<file path="src/rtl/tx_ring_pkg.sv">
package tx_ring_pkg;
  localparam int ADDR_W   = 64;
  localparam int WORD_W   = 32;
  localparam int LEN_W    = 16;
  localparam int EOP_BIT  = 24;
  localparam int RS_BIT   = 27;
  localparam int DD_BIT   = 0;
  localparam int CAUSE_WB = 0;
  localparam int CAUSE_QE = 1;

  typedef enum logic [1:0] {ADDR_DESC, ADDR_BUF, ADDR_WB} addrSel_e;

  typedef struct packed {
    logic     startDesc;
    logic     captureDesc;
    logic     captureBuf;
    logic     byteSent;
    logic     advanceHead;
    logic     setWb;
    logic     setQe;
    addrSel_e addrSel;
  } strobe_t;

  typedef struct packed {
    logic ringEmpty;
    logic descLast;
    logic lenZero;
    logic lastByte;
    logic wordEnd;
    logic rsBit;
    logic eopBit;
    logic hitTail;
  } status_t;
endpackage

</file>
<file path="src/rtl/tx_ring_dp.sv">
module tx_ring_dp
  import tx_ring_pkg::*;
#(
  parameter int IDX_W = 12
) (
  input  logic              clk,
  input  logic              rstN,
  input  strobe_t           stb,
  input  logic [ADDR_W-1:0] ringBase,
  input  logic [IDX_W+3:0]  ringLenBytes,
  input  logic [IDX_W-1:0]  tailIdx,
  input  logic [1:0]        causeClr,
  input  logic [WORD_W-1:0] memRspData,
  output status_t           st,
  output logic [IDX_W-1:0]  headIdx,
  output logic [ADDR_W-1:0] memReqAddr,
  output logic [WORD_W-1:0] memReqWdata,
  output logic [7:0]        pktData,
  output logic              pktLastRaw,
  output logic [1:0]        irqCause
);
  localparam int RLEN_W = IDX_W + 4;

  logic [IDX_W-1:0]  headQ, nextHead;
  logic [IDX_W:0]    headInc;
  logic [1:0]        wordCnt;
  logic [ADDR_W-1:2] bufAddrQ;
  logic [LEN_W-1:0]  lenQ, byteOff;
  logic [LEN_W:0]    sentNext;
  logic              eopQ, rsQ;
  logic [WORD_W-1:0] statusQ, bufWord;
  logic [1:0]        causeQ;
  logic [ADDR_W-1:0] descAddr;

  assign headInc  = {1'b0, headQ} + 1'b1;
  assign nextHead = (RLEN_W'(headInc) == (ringLenBytes >> 4)) ? '0 : headInc[IDX_W-1:0];
  assign descAddr = ringBase + ADDR_W'({headQ, 4'b0000});
  assign sentNext = {1'b0, byteOff} + 1'b1;

  always_comb begin
    st.ringEmpty = (headQ == tailIdx);
    st.descLast  = (wordCnt == 2'd3);
    st.lenZero   = (lenQ == '0);
    st.lastByte  = (sentNext == {1'b0, lenQ});
    st.wordEnd   = (byteOff[1:0] == 2'b11) || st.lastByte;
    st.rsBit     = rsQ;
    st.eopBit    = eopQ;
    st.hitTail   = (nextHead == tailIdx);
  end

  always_comb begin
    case (stb.addrSel)
      ADDR_BUF: memReqAddr = {bufAddrQ, 2'b00} + ADDR_W'(byteOff);
      ADDR_WB:  memReqAddr = descAddr + ADDR_W'(12);
      default:  memReqAddr = descAddr + ADDR_W'({wordCnt, 2'b00});
    endcase
  end

  assign memReqWdata = statusQ | (WORD_W'(1) << DD_BIT);
  assign pktData     = bufWord[8*byteOff[1:0] +: 8];
  assign pktLastRaw  = eopQ && st.lastByte;
  assign headIdx     = headQ;
  assign irqCause    = causeQ;

  always_ff @(posedge clk) begin
    if (!rstN) begin
      headQ    <= '0;
      wordCnt  <= '0;
      bufAddrQ <= '0;
      lenQ     <= '0;
      byteOff  <= '0;
      eopQ     <= 1'b0;
      rsQ      <= 1'b0;
      statusQ  <= '0;
      bufWord  <= '0;
      causeQ   <= '0;
    end else begin
      if (stb.startDesc) begin
        wordCnt <= '0;
        byteOff <= '0;
      end
      if (stb.captureDesc) begin
        wordCnt <= wordCnt + 1'b1;
        case (wordCnt)
          2'd0: bufAddrQ[31:2]  <= memRspData[31:2];
          2'd1: bufAddrQ[63:32] <= memRspData;
          2'd2: begin
            lenQ <= memRspData[LEN_W-1:0];
            eopQ <= memRspData[EOP_BIT];
            rsQ  <= memRspData[RS_BIT];
          end
          default: statusQ <= memRspData;
        endcase
      end
      if (stb.captureBuf)  bufWord <= memRspData;
      if (stb.byteSent)    byteOff <= byteOff + 1'b1;
      if (stb.advanceHead) headQ   <= nextHead;
      causeQ[CAUSE_WB] <= (causeQ[CAUSE_WB] & ~causeClr[CAUSE_WB]) | stb.setWb;
      causeQ[CAUSE_QE] <= (causeQ[CAUSE_QE] & ~causeClr[CAUSE_QE]) | stb.setQe;
    end
  end

  // the head only steps by one or returns to zero
  assert_head_step_R8: assert property (@(posedge clk) disable iff (!rstN)
    (headQ != $past(headQ)) |-> (headQ == '0 || headQ == $past(headQ) + 1'b1));

  // a cause bit drops only after its clear input was high
  assert_cause_sticky_wb_R11: assert property (@(posedge clk) disable iff (!rstN)
    $fell(causeQ[CAUSE_WB]) |-> $past(causeClr[CAUSE_WB]));
  assert_cause_sticky_qe_R11: assert property (@(posedge clk) disable iff (!rstN)
    $fell(causeQ[CAUSE_QE]) |-> $past(causeClr[CAUSE_QE]));
endmodule

</file>
<file path="src/rtl/tx_ring_ctrl.sv">
module tx_ring_ctrl
  import tx_ring_pkg::*;
(
  input  logic    clk,
  input  logic    rstN,
  input  logic    txEnable,
  input  status_t st,
  input  logic    memReqReady,
  input  logic    memRspValid,
  input  logic    pktReady,
  output strobe_t stb,
  output logic    memReqValid,
  output logic    memReqWrite,
  output logic    pktValid
);
  typedef enum logic [2:0] {
    S_IDLE, S_DREQ, S_DWAIT, S_BREQ, S_BWAIT, S_STREAM, S_WB, S_ADV
  } state_e;

  state_e state, nxt;

  always_comb begin
    stb         = '0;
    stb.addrSel = ADDR_DESC;
    memReqValid = 1'b0;
    memReqWrite = 1'b0;
    pktValid    = 1'b0;
    nxt         = state;
    case (state)
      S_IDLE: if (txEnable && !st.ringEmpty) begin
        stb.startDesc = 1'b1;
        nxt = S_DREQ;
      end
      S_DREQ: begin
        memReqValid = 1'b1;
        if (memReqReady) nxt = S_DWAIT;
      end
      S_DWAIT: if (memRspValid) begin
        stb.captureDesc = 1'b1;
        if (!st.descLast)     nxt = S_DREQ;
        else if (!st.lenZero) nxt = S_BREQ;
        else                  nxt = st.rsBit ? S_WB : S_ADV;
      end
      S_BREQ: begin
        stb.addrSel = ADDR_BUF;
        memReqValid = 1'b1;
        if (memReqReady) nxt = S_BWAIT;
      end
      S_BWAIT: begin
        stb.addrSel = ADDR_BUF;
        if (memRspValid) begin
          stb.captureBuf = 1'b1;
          nxt = S_STREAM;
        end
      end
      S_STREAM: begin
        stb.addrSel = ADDR_BUF;
        pktValid = 1'b1;
        if (pktReady) begin
          stb.byteSent = 1'b1;
          if (st.lastByte)     nxt = st.rsBit ? S_WB : S_ADV;
          else if (st.wordEnd) nxt = S_BREQ;
        end
      end
      S_WB: begin
        stb.addrSel = ADDR_WB;
        memReqValid = 1'b1;
        memReqWrite = 1'b1;
        if (memReqReady) begin
          stb.setWb = 1'b1;
          nxt = S_ADV;
        end
      end
      default: begin
        stb.advanceHead = 1'b1;
        if (st.eopBit || st.hitTail) begin
          stb.setQe = st.hitTail;
          nxt = S_IDLE;
        end else begin
          stb.startDesc = 1'b1;
          nxt = S_DREQ;
        end
      end
    endcase
  end

  always_ff @(posedge clk) begin
    if (!rstN) state <= S_IDLE;
    else       state <= nxt;
  end

  // a disabled idle block stays idle
  assert_idle_when_off_R2: assert property (@(posedge clk) disable iff (!rstN)
    (state == S_IDLE && !txEnable) |=> (state == S_IDLE));

  // an empty ring issues no request
  assert_empty_no_req_R3: assert property (@(posedge clk) disable iff (!rstN)
    (state == S_IDLE && st.ringEmpty) |=> !memReqValid);

  // a pending request keeps its valid and direction
  assert_req_held_R12: assert property (@(posedge clk) disable iff (!rstN)
    (memReqValid && !memReqReady) |=> (memReqValid && $stable(memReqWrite)));

  // a stalled byte stays offered
  assert_pkt_held_R5: assert property (@(posedge clk) disable iff (!rstN)
    (pktValid && !pktReady) |=> pktValid);
endmodule

</file>
<file path="src/rtl/tx_ring_fetch.sv">
module tx_ring_fetch
  import tx_ring_pkg::*;
#(
  parameter int IDX_W = 12
) (
  input  logic              clk,
  input  logic              rstN,
  input  logic              txEnable,
  input  logic [ADDR_W-1:0] ringBase,
  input  logic [IDX_W+3:0]  ringLenBytes,
  input  logic [IDX_W-1:0]  tailIdx,
  input  logic [1:0]        causeClr,
  output logic              memReqValid,
  input  logic              memReqReady,
  output logic              memReqWrite,
  output logic [ADDR_W-1:0] memReqAddr,
  output logic [WORD_W-1:0] memReqWdata,
  input  logic              memRspValid,
  input  logic [WORD_W-1:0] memRspData,
  output logic [IDX_W-1:0]  headIdx,
  output logic              pktValid,
  input  logic              pktReady,
  output logic [7:0]        pktData,
  output logic              pktLast,
  output logic [1:0]        irqCause
);
  strobe_t stb;
  status_t st;
  logic    pktLastRaw;

  tx_ring_ctrl ctrl_i (
    .clk(clk), .rstN(rstN), .txEnable(txEnable), .st(st),
    .memReqReady(memReqReady), .memRspValid(memRspValid), .pktReady(pktReady),
    .stb(stb), .memReqValid(memReqValid), .memReqWrite(memReqWrite),
    .pktValid(pktValid)
  );

  tx_ring_dp #(.IDX_W(IDX_W)) dp_i (
    .clk(clk), .rstN(rstN), .stb(stb), .ringBase(ringBase),
    .ringLenBytes(ringLenBytes), .tailIdx(tailIdx), .causeClr(causeClr),
    .memRspData(memRspData), .st(st), .headIdx(headIdx),
    .memReqAddr(memReqAddr), .memReqWdata(memReqWdata), .pktData(pktData),
    .pktLastRaw(pktLastRaw), .irqCause(irqCause)
  );

  assign pktLast = pktValid && pktLastRaw;

  // address of a pending request does not move
  assert_addr_stable_R12: assert property (@(posedge clk) disable iff (!rstN)
    (memReqValid && !memReqReady) |=> $stable(memReqAddr));

  // a stalled byte keeps its data and last flag
  assert_pkt_stable_R9: assert property (@(posedge clk) disable iff (!rstN)
    (pktValid && !pktReady) |=> ($stable(pktData) && $stable(pktLast)));
endmodule

</file>
<file path="config.mk">
export PLATFORM = sky130hd
export DESIGN_NAME = tx_ring_fetch
export DESIGN_NICKNAME = d
export VERILOG_FILES = /design/src/rtl/tx_ring_pkg.sv /design/src/rtl/tx_ring_dp.sv /design/src/rtl/tx_ring_ctrl.sv /design/src/rtl/tx_ring_fetch.sv
export SDC_FILE = /design/constraint.sdc
export NUM_CORES = 1
export LEC_CHECK = 0
export BUFFER_PORTS_ARGS = -buffer_cell sky130_fd_sc_hd__buf_2
export CORE_MARGIN = 3
export CORE_UTILIZATION = 59
export CTS_BUF_LIST = sky130_fd_sc_hd__clkbuf_8
export DETAILED_ROUTE_END_ITERATION = 6
export GPL_TIMING_DRIVEN = 0
export PLACE_DENSITY = 0.84
export REMOVE_ABC_BUFFERS = 1
export SKIP_LAST_GASP = 1
export SLEW_MARGIN = 20
export SYNTH_ARGS = -nofsm -noshare
export SYNTH_HDL_FRONTEND = slang
export SYNTH_SLANG_ARGS = --single-unit
</file>
<file path="constraint.sdc">
create_clock -name clk -period 6.81 [get_ports clk]
set_clock_uncertainty 0.15 [all_clocks]
set_input_delay 1.0215 -clock clk [delete_from_list [all_inputs] [get_ports clk]]
set_output_delay 1.0215 -clock clk [all_outputs]
set_load 0.05 [all_outputs]
</file>
==> results.txt, run 1 <==
status - complete, but fails checks
die area - 0.0265 mm^2
leading cell type by number of instances after synthesis - nand2_1
number of antenna violations at the first check in global routing - 1
total of fill cells in the finished design - 2072
aggregate negative setup slack - 0 ns
residual antenna-violating net count after detailed routing - 0
number of hold violations in the final report - 0
Mapped Area - 0.0145 mm^2
TritonCTS clock tree - done
count of H-tree levels built during CTS - 4
number of max-cap violations - 0
total congestion overflow after global routing - 0
Final nets - 2374
Yosys warning count - 0
Critical Path End Type - output port
switching portion of total power - 48.1%
final period utilization - 99.7%
top fanout value on the critical path - 9
switching power - 0.00162 W
HPWL after detailed placement - 38300 um
clock latency on the worst-skew pair - 0.50 ns
power density relative to cell area - 205 mW/mm^2
area fraction of the dominant cell type after synthesis - 24.5%
first-pass iteration count of the detailed router - 7
signed area change from the synthesized netlist to the final layout - 13.4%
critical path launch point type - primary input
routed wirelength normalized by instance count - 20.1 um
Worst Setup Path Type - primary input to output port
final wirelength - 51000 um
Internal Pwr Total - 0.00175 W
count of pins on the block boundary - 254
core box area - 0.0238 mm^2
Cells after Synth - 2045
worst vdd ir - 0.000216 V
number of flops mapped to enable cells by yosys - 0
average vias per placed instance - 6.48
number of remaining DRC errors - 1
proportion of register bits with asynchronous set or reset after synthesis - 0%
Slew Limit Fails - 0
largest net degree at the start of global routing - 93
sequential share of power - 33.3%
number of global-route vias before repair - 14517
die outline width - 163 um
time the worst path needs with I/O delays and setup - 6.79 ns
Setup Viol. Count Final - 0
Fmax achieved - 0.147 GHz
Lkg Pwr - 6.18 nW
CTS clk-pin slew, worst paths - 0.13 ns
type of the most critical hold path - flop to flop
Worst-Margin Slew - 1.09 ns
CTS Root Cell - clkbuf_8
leading post-synthesis cells by instance count - nand2_1, a21oi_1, dfxtp_1, nor2_1, xnor2_1
GRT Util Overall - 36.7%
Seq/Total Area, Yosys - 24.5%
Combinational Power Share - 42.6%
DR iter-0 viols - 2030
top post-synthesis cells by area - dfxtp_1, nand2_1, a21oi_1, xnor2_1, xor2_1
maximum clock insertion buffer count - 2
Rows - 56
Port Buf Inserts - 248
number of buffers created by CTS - 17
post-route worst hold slack - 0.314 ns
die extent in y - 163 um
global-route wire length before repair - 78300 um
max-slew headroom at the worst pin - 27.1%
#FFs+latches synth - 178
total vias in the final route - 16422
worst endpoint required time - 5.64 ns
violated checks - design-rule violations
starting density of the core - 61.0%
core utilization of the finished layout - 69.1%
setup repair after global routing missed its margin - true
most used flip-flop cell after synthesis - dfxtp_1
number of diodes - 0
worst setup slack for register-to-register paths - 1.37 ns
average size of a mapped cell - 7.10 um^2
clock group share of total power - 24.2%
largest area contributor in the synthesized netlist - dfxtp_1
share of final-layout standard cells stronger than drive strength 1 - 15.9%
final weighted congestion in routability-driven placement - 0.958
Crit path arrival time - 5.62 ns
clk sinks - 178
number of distinct library cells after synthesis - 85
==> power by group through the flow <==
stage	Combinational [W]	Sequential [W]	Clock [W]
final	0.00144	0.00112	0.000815
after global routing	0.00150	0.00113	0.000857
after CTS	0.00141	0.00112	0.000818
after detailed placement	0.00140	0.00114	0
after global placement	0.00137	0.00114	0
after floorplan	0.000979	0.00113	0
==> cells in the final DEF, fill, tap and decap left out, drive strengths merged, types with 14 or more instances in the layout <==
cell type and instances:
a31oi 23, nand4 44, nand3 81, dfxtp 178, nor3 43, a21o 14
and3 42, nor2b 17, nand2 444, xnor2 116, nor4 33, o21a 15
mux2i 24, ha 35, o211ai 15, o21ai 70, or3 17, a2111oi 15
o31ai 15, nor2 122, clkbuf 19, a211oi 19, inv 48, xor2 76
and2 19, and4 27, a21oi 227, buf 260
==> final cells by class <==
class | count | area (um^2) | area share (%)
sequential | 178 | 3560 | 21.7
clock buffer | 17 | 234 | 1.42
clock inverter | 15 | 209 | 1.27
inverter | 38 | 148 | 0.897
tap | 319 | 399 | 2.42
timing repair buffer | 262 | 1440 | 8.72
multi-input combinational | 1707 | 10500 | 63.6
==> final timing paths <==
path / from / end / cells after the start
hold reg to reg: dp_i.statusQ[17] / dp_i.statusQ[17] / 2
setup / recovery: ringBase[4] / memReqAddr[60] / 15
hold / removal: dp_i.statusQ[17] / dp_i.statusQ[17] / 2
setup reg to reg: dp_i.headIdx[0] / dp_i.byteOff[14] / 11
==> timing repair <==
| item | in CTS | in global routing |
|---|---|---|
| buffers inserted | 0 | 9 |
| gates resized for setup | 6 | 19 |
| endpoints found under the setup margin | 6 | 25 |
| hold buffers | 0 | 0 |
| pin swaps | 0 | 3 |
==> sequential cells by signal (all words and copies together) (netlist names) <==
| register | count |
|---|---|
| dp_i.statusQ | 31 |
| dp_i.wordCnt | 2 |
| dp_i.headIdx | 12 |
| dp_i.bufAddrQ | 62 |
| dp_i.lenQ | 16 |
| dp_i.byteOff | 16 |
| dp_i.rsQ | 1 |
| dp_i.bufWord | 32 |
| dp_i.eopQ | 1 |
| dp_i.irqCause | 2 |
| ctrl_i.state | 3 |
==> worst max-delay path, cell delays in order <==
cell       delay, ns
buf_2           0.10
ha_1            0.21
fa_1            0.41
a21o_1          0.22
a311o_2         0.51
a21oi_2         0.20
o32ai_1         0.16
or4_1           0.69
a2111oi_2       0.57
and4b_2         0.42
nor3b_4         0.34
buf_4           0.19
a31oi_1         0.08
nor3_1          0.18
buf_2           0.30
==> per-layer routing <==
| layer | global-route usage (%) | vias to the layer above | wire [um] |
|---|---|---|---|
| li1 | - | 7634 | - |
| met1 | 51.8 | 7704 | 21300 |
| met2 | 56.8 | 955 | 22300 |
| met3 | 7.78 | 127 | 5860 |
| met4 | 9.96 | 2 | 1510 |
| met5 | 0 | - | 13 |
==> cell families after synthesis <==
family                     Yosys count  share of synthesized area, %
AOI/OAI and AO/OA                  484                          20.7
other                                1                        0.0258
xor gates and xnor gates           196                          12.2
adders and majority gates           38                          3.43
muxes                               33                          2.97
DFF                                178                          24.5
buffers and inverters              160                          4.43
and+or+nand+nor                    955                          31.7
==> per-stage QoR <==
stage	instance area [um^2]	setup WS, ns	power [W]	cells
3_5_place_dp	15800	-0.247	0.00255	2495
3_3_place_gp	15700	-1.63	0.00251	2490
2_1_floorplan	14000	-0.154	0.00211	1923
4_1_cts	16300	-0.0144	0.00335	2527
6_report	16500	0.0173	0.00337	2536
5_1_grt	16500	-0.154	0.00349	2536
(Power assumes the default switching activity.)
==> run 2: changes to the inputs <==
--- a/config.mk
+++ b/config.mk
@@ -11,6 +11,7 @@
 export CTS_BUF_LIST = sky130_fd_sc_hd__clkbuf_8
 export DETAILED_ROUTE_END_ITERATION = 6
 export GPL_TIMING_DRIVEN = 0
+export MAX_ROUTING_LAYER = met4
 export PLACE_DENSITY = 0.84
 export REMOVE_ABC_BUFFERS = 1
 export SKIP_LAST_GASP = 1
==> run 2 against run 1 <==
  * The run now ends clean
  * Highest routed layer is now met4
  * Maximum frequency up 0.61%
  * Critical path type unchanged
  * Largest power group unchanged
  * Sequential share of layout area down 0.066 points
  * Worst setup slack better by 0.041 ns
==> results.txt, run 2 (same netlist as run 1, synthesis figures left out) <==
status - finished, final reports clean
number of remaining DRC errors - 0
total congestion overflow after global routing - 0
flip-flop count of the largest register, all copies and words added - 62
most common cell after layout, fill and taps aside - nand2_1
final period utilization - 99.1%
top flop regs - dp_i.bufAddrQ: 62 flops, dp_i.bufWord: 32 flops, dp_i.statusQ: 31 flops
Slew Limit Fails - 0
final wirelength - 51900 um
Setup Viol. Count Final - 0
commonest non-fill, non-tap cells in the layout - nand2_1, buf_2, a21oi_1
kind of cell adding the most delay to the critical path - compound AO/OA/AOI/OAI gates
HPWL after detailed placement - 39000 um
Hold Path Origin - dp_i.statusQ[9]
critical path launch point type - primary input
worst slack after detailed placement - -0.288 ns
CTS Root Cell - clkbuf_8
residual antenna-violating net count after detailed routing - 0
smallest setup slack after layout - 0.0587 ns
largest net degree at the start of global routing - 107
power density relative to cell area - 203 mW/mm^2
die extent in y - 163 um
clk sinks - 178
routed wirelength normalized by instance count - 20.5 um
count of pins on the block boundary - 254
time the worst path needs with I/O delays and setup - 6.75 ns
startpoint of the lowest-slack register-to-register path - dp_i.headIdx[0]
worst vdd ir - 0.000238 V
share of final-layout standard cells stronger than drive strength 1 - 16.2%
Fmax achieved - 0.148 GHz
first-pass iteration count of the detailed router - 6
global-route wire length before repair - 79500 um
number of global-route vias before repair - 14669
number of max-cap violations - 0
CTS clk-pin slew, worst paths - 0.11 ns
die outline width - 163 um
Bufs and invs on worst path - 2
clock latency on the worst-skew pair - 0.49 ns
number of standard cells in the final layout excluding fillers - 2537
Final nets - 2375
Lkg Pwr - 6.19 nW
Worst Setup Path Type - primary input to output port
total vias in the final route - 16392
quantity of hold-fixing buffers added after cts - 0
core box area - 0.0238 mm^2
number of hold violations in the final report - 0
number of antenna violations at the first check in global routing - 0
multi-input combinational cell area - 0.0105 mm^2
max-slew headroom at the worst pin - 27.2%
number of diodes - 0
Worst Reg-to-Reg Cells - 11
endpoint of the lowest-slack register-to-register path - dp_i.byteOff[14]
Placed Cells - 2495
worst setup slack for register-to-register paths - 1.34 ns
final weighted congestion in routability-driven placement - 0.989
DR iter-0 viols - 1939
total of fill cells in the finished design - 2073
slowest cell on the critical path - or4_4
maximum clock insertion buffer count - 2
Min-Delay Endpoint - dp_i.statusQ[9]
hold path depth - 2
average vias per placed instance - 6.46
starting density of the core - 61.0%
number of buffers created by CTS - 17
total design power - 0.00336 W
Worst-Margin Slew - 1.09 ns
count of H-tree levels built during CTS - 4
Rows - 56
die area - 0.0265 mm^2
Crit path arrival time - 5.58 ns
register name with the most flops - dp_i.bufAddrQ
CP Cell Sequence - buf_2, ha_1, fa_1, a21o_1, a311o_2, a21oi_2, o32ai_1, or4_4, a2111oi_4, nand3_1, or4_1, and3_1, o31ai_1, clkbuf_4
Port Buf Inserts - 248
Critical Path End Type - output port
register cell area after layout - 0.00357 mm^2
worst endpoint required time - 5.64 ns
GRT Util Overall - 38.3%
TritonCTS clock tree - done
Max stage delay on crit path - 0.62 ns
signed area change from the synthesized netlist to the final layout - 13.8%
top fanout value on the critical path - 9
type of the most critical hold path - flop to flop
setup repair after global routing missed its margin - true
-- run 2: cell types whose count changed in the layout (fill, tap and decap cells not counted), sizes merged --
| cell | before | now |
|---|---|---|
| clkinv | 5 | 9 |
| buf | 260 | 262 |
| clkbuf | 19 | 18 |
| inv | 48 | 44 |
-- run 2: worst max-delay path by stage --
stage / startpoint / endpoint / slack [ns] / cells past startpoint
finish: ringBase[4] / memReqAddr[53] / 0.06 / 14
floorplan: ctrl_i.state[1] / memReqAddr[20] / -0.15 / 3
CTS: ringBase[14] / memReqAddr[53] / -0.06 / 13
detailed placement: ringBase[14] / memReqAddr[53] / -0.29 / 13
global placement: ctrl_i.state[1] / memReqAddr[20] / -1.63 / 4
global route: ringBase[6] / memReqAddr[53] / -0.07 / 14
-- run 2: final cells by class --
class | count | area share (%)
inverter | 38 | 0.894
clock inverter | 15 | 1.22
timing repair buffer | 263 | 8.80
clock buffer | 17 | 1.42
sequential | 178 | 21.6
multi-input combinational | 1707 | 63.7
tap | 319 | 2.42
-- run 2: tightest hold or removal path: stages (launching register included) --
cell	delay (ns)
dfxtp_1	0.33
nand2_1	0.05
a21oi_1	0.05
-- run 2: per-layer routing --
| layer | up-vias | global-route usage, % | part of all wire [%] | routed length (um) |
|---|---|---|---|---|
| met3 | 102 | 6.08 | 11 | 5630 |
| met2 | 908 | 58.4 | 44 | 23000 |
| li1 | 7634 | - | - | - |
| met1 | 7748 | 53.5 | 42 | 22000 |
| met4 | 0 | 8.84 | 2.4 | 1270 |
| met5 | - | - | 0 | 0 |
-- run 2: what timing repair did --
| action | 4_1_cts | 5_1_grt |
|---|---|---|
| setup endpoints to repair | 7 | 23 |
| endpoints found under the hold margin | 0 | 0 |
| buffers inserted | 0 | 10 |
| resized for setup | 6 | 29 |
| pin swaps | 0 | 3 |
-- run 2: where the power goes --
group	switching [W]	total (W)	internal (W)
Sequential	0.0000453	0.00112	0.00108
Combinational	0.00107	0.00145	0.000379
Clock	0.000497	0.000789	0.000292
-- run 2: metrics by stage --
stage / hold slack [ns] / utilization [%] / area, um^2 / TNS [ns]
6_report: 0.313 / 69.3 / 16500 / 0
5_1_grt: 0.326 / 69.3 / 16500 / -0.210
4_1_cts: 0.312 / 68.5 / 16300 / -0.0641
3_5_place_dp: 0.295 / 66.5 / 15800 / -0.668
3_3_place_gp: 0.289 / 65.7 / 15700 / -43.35
2_1_floorplan: 0.283 / - / 14000 / -0.785
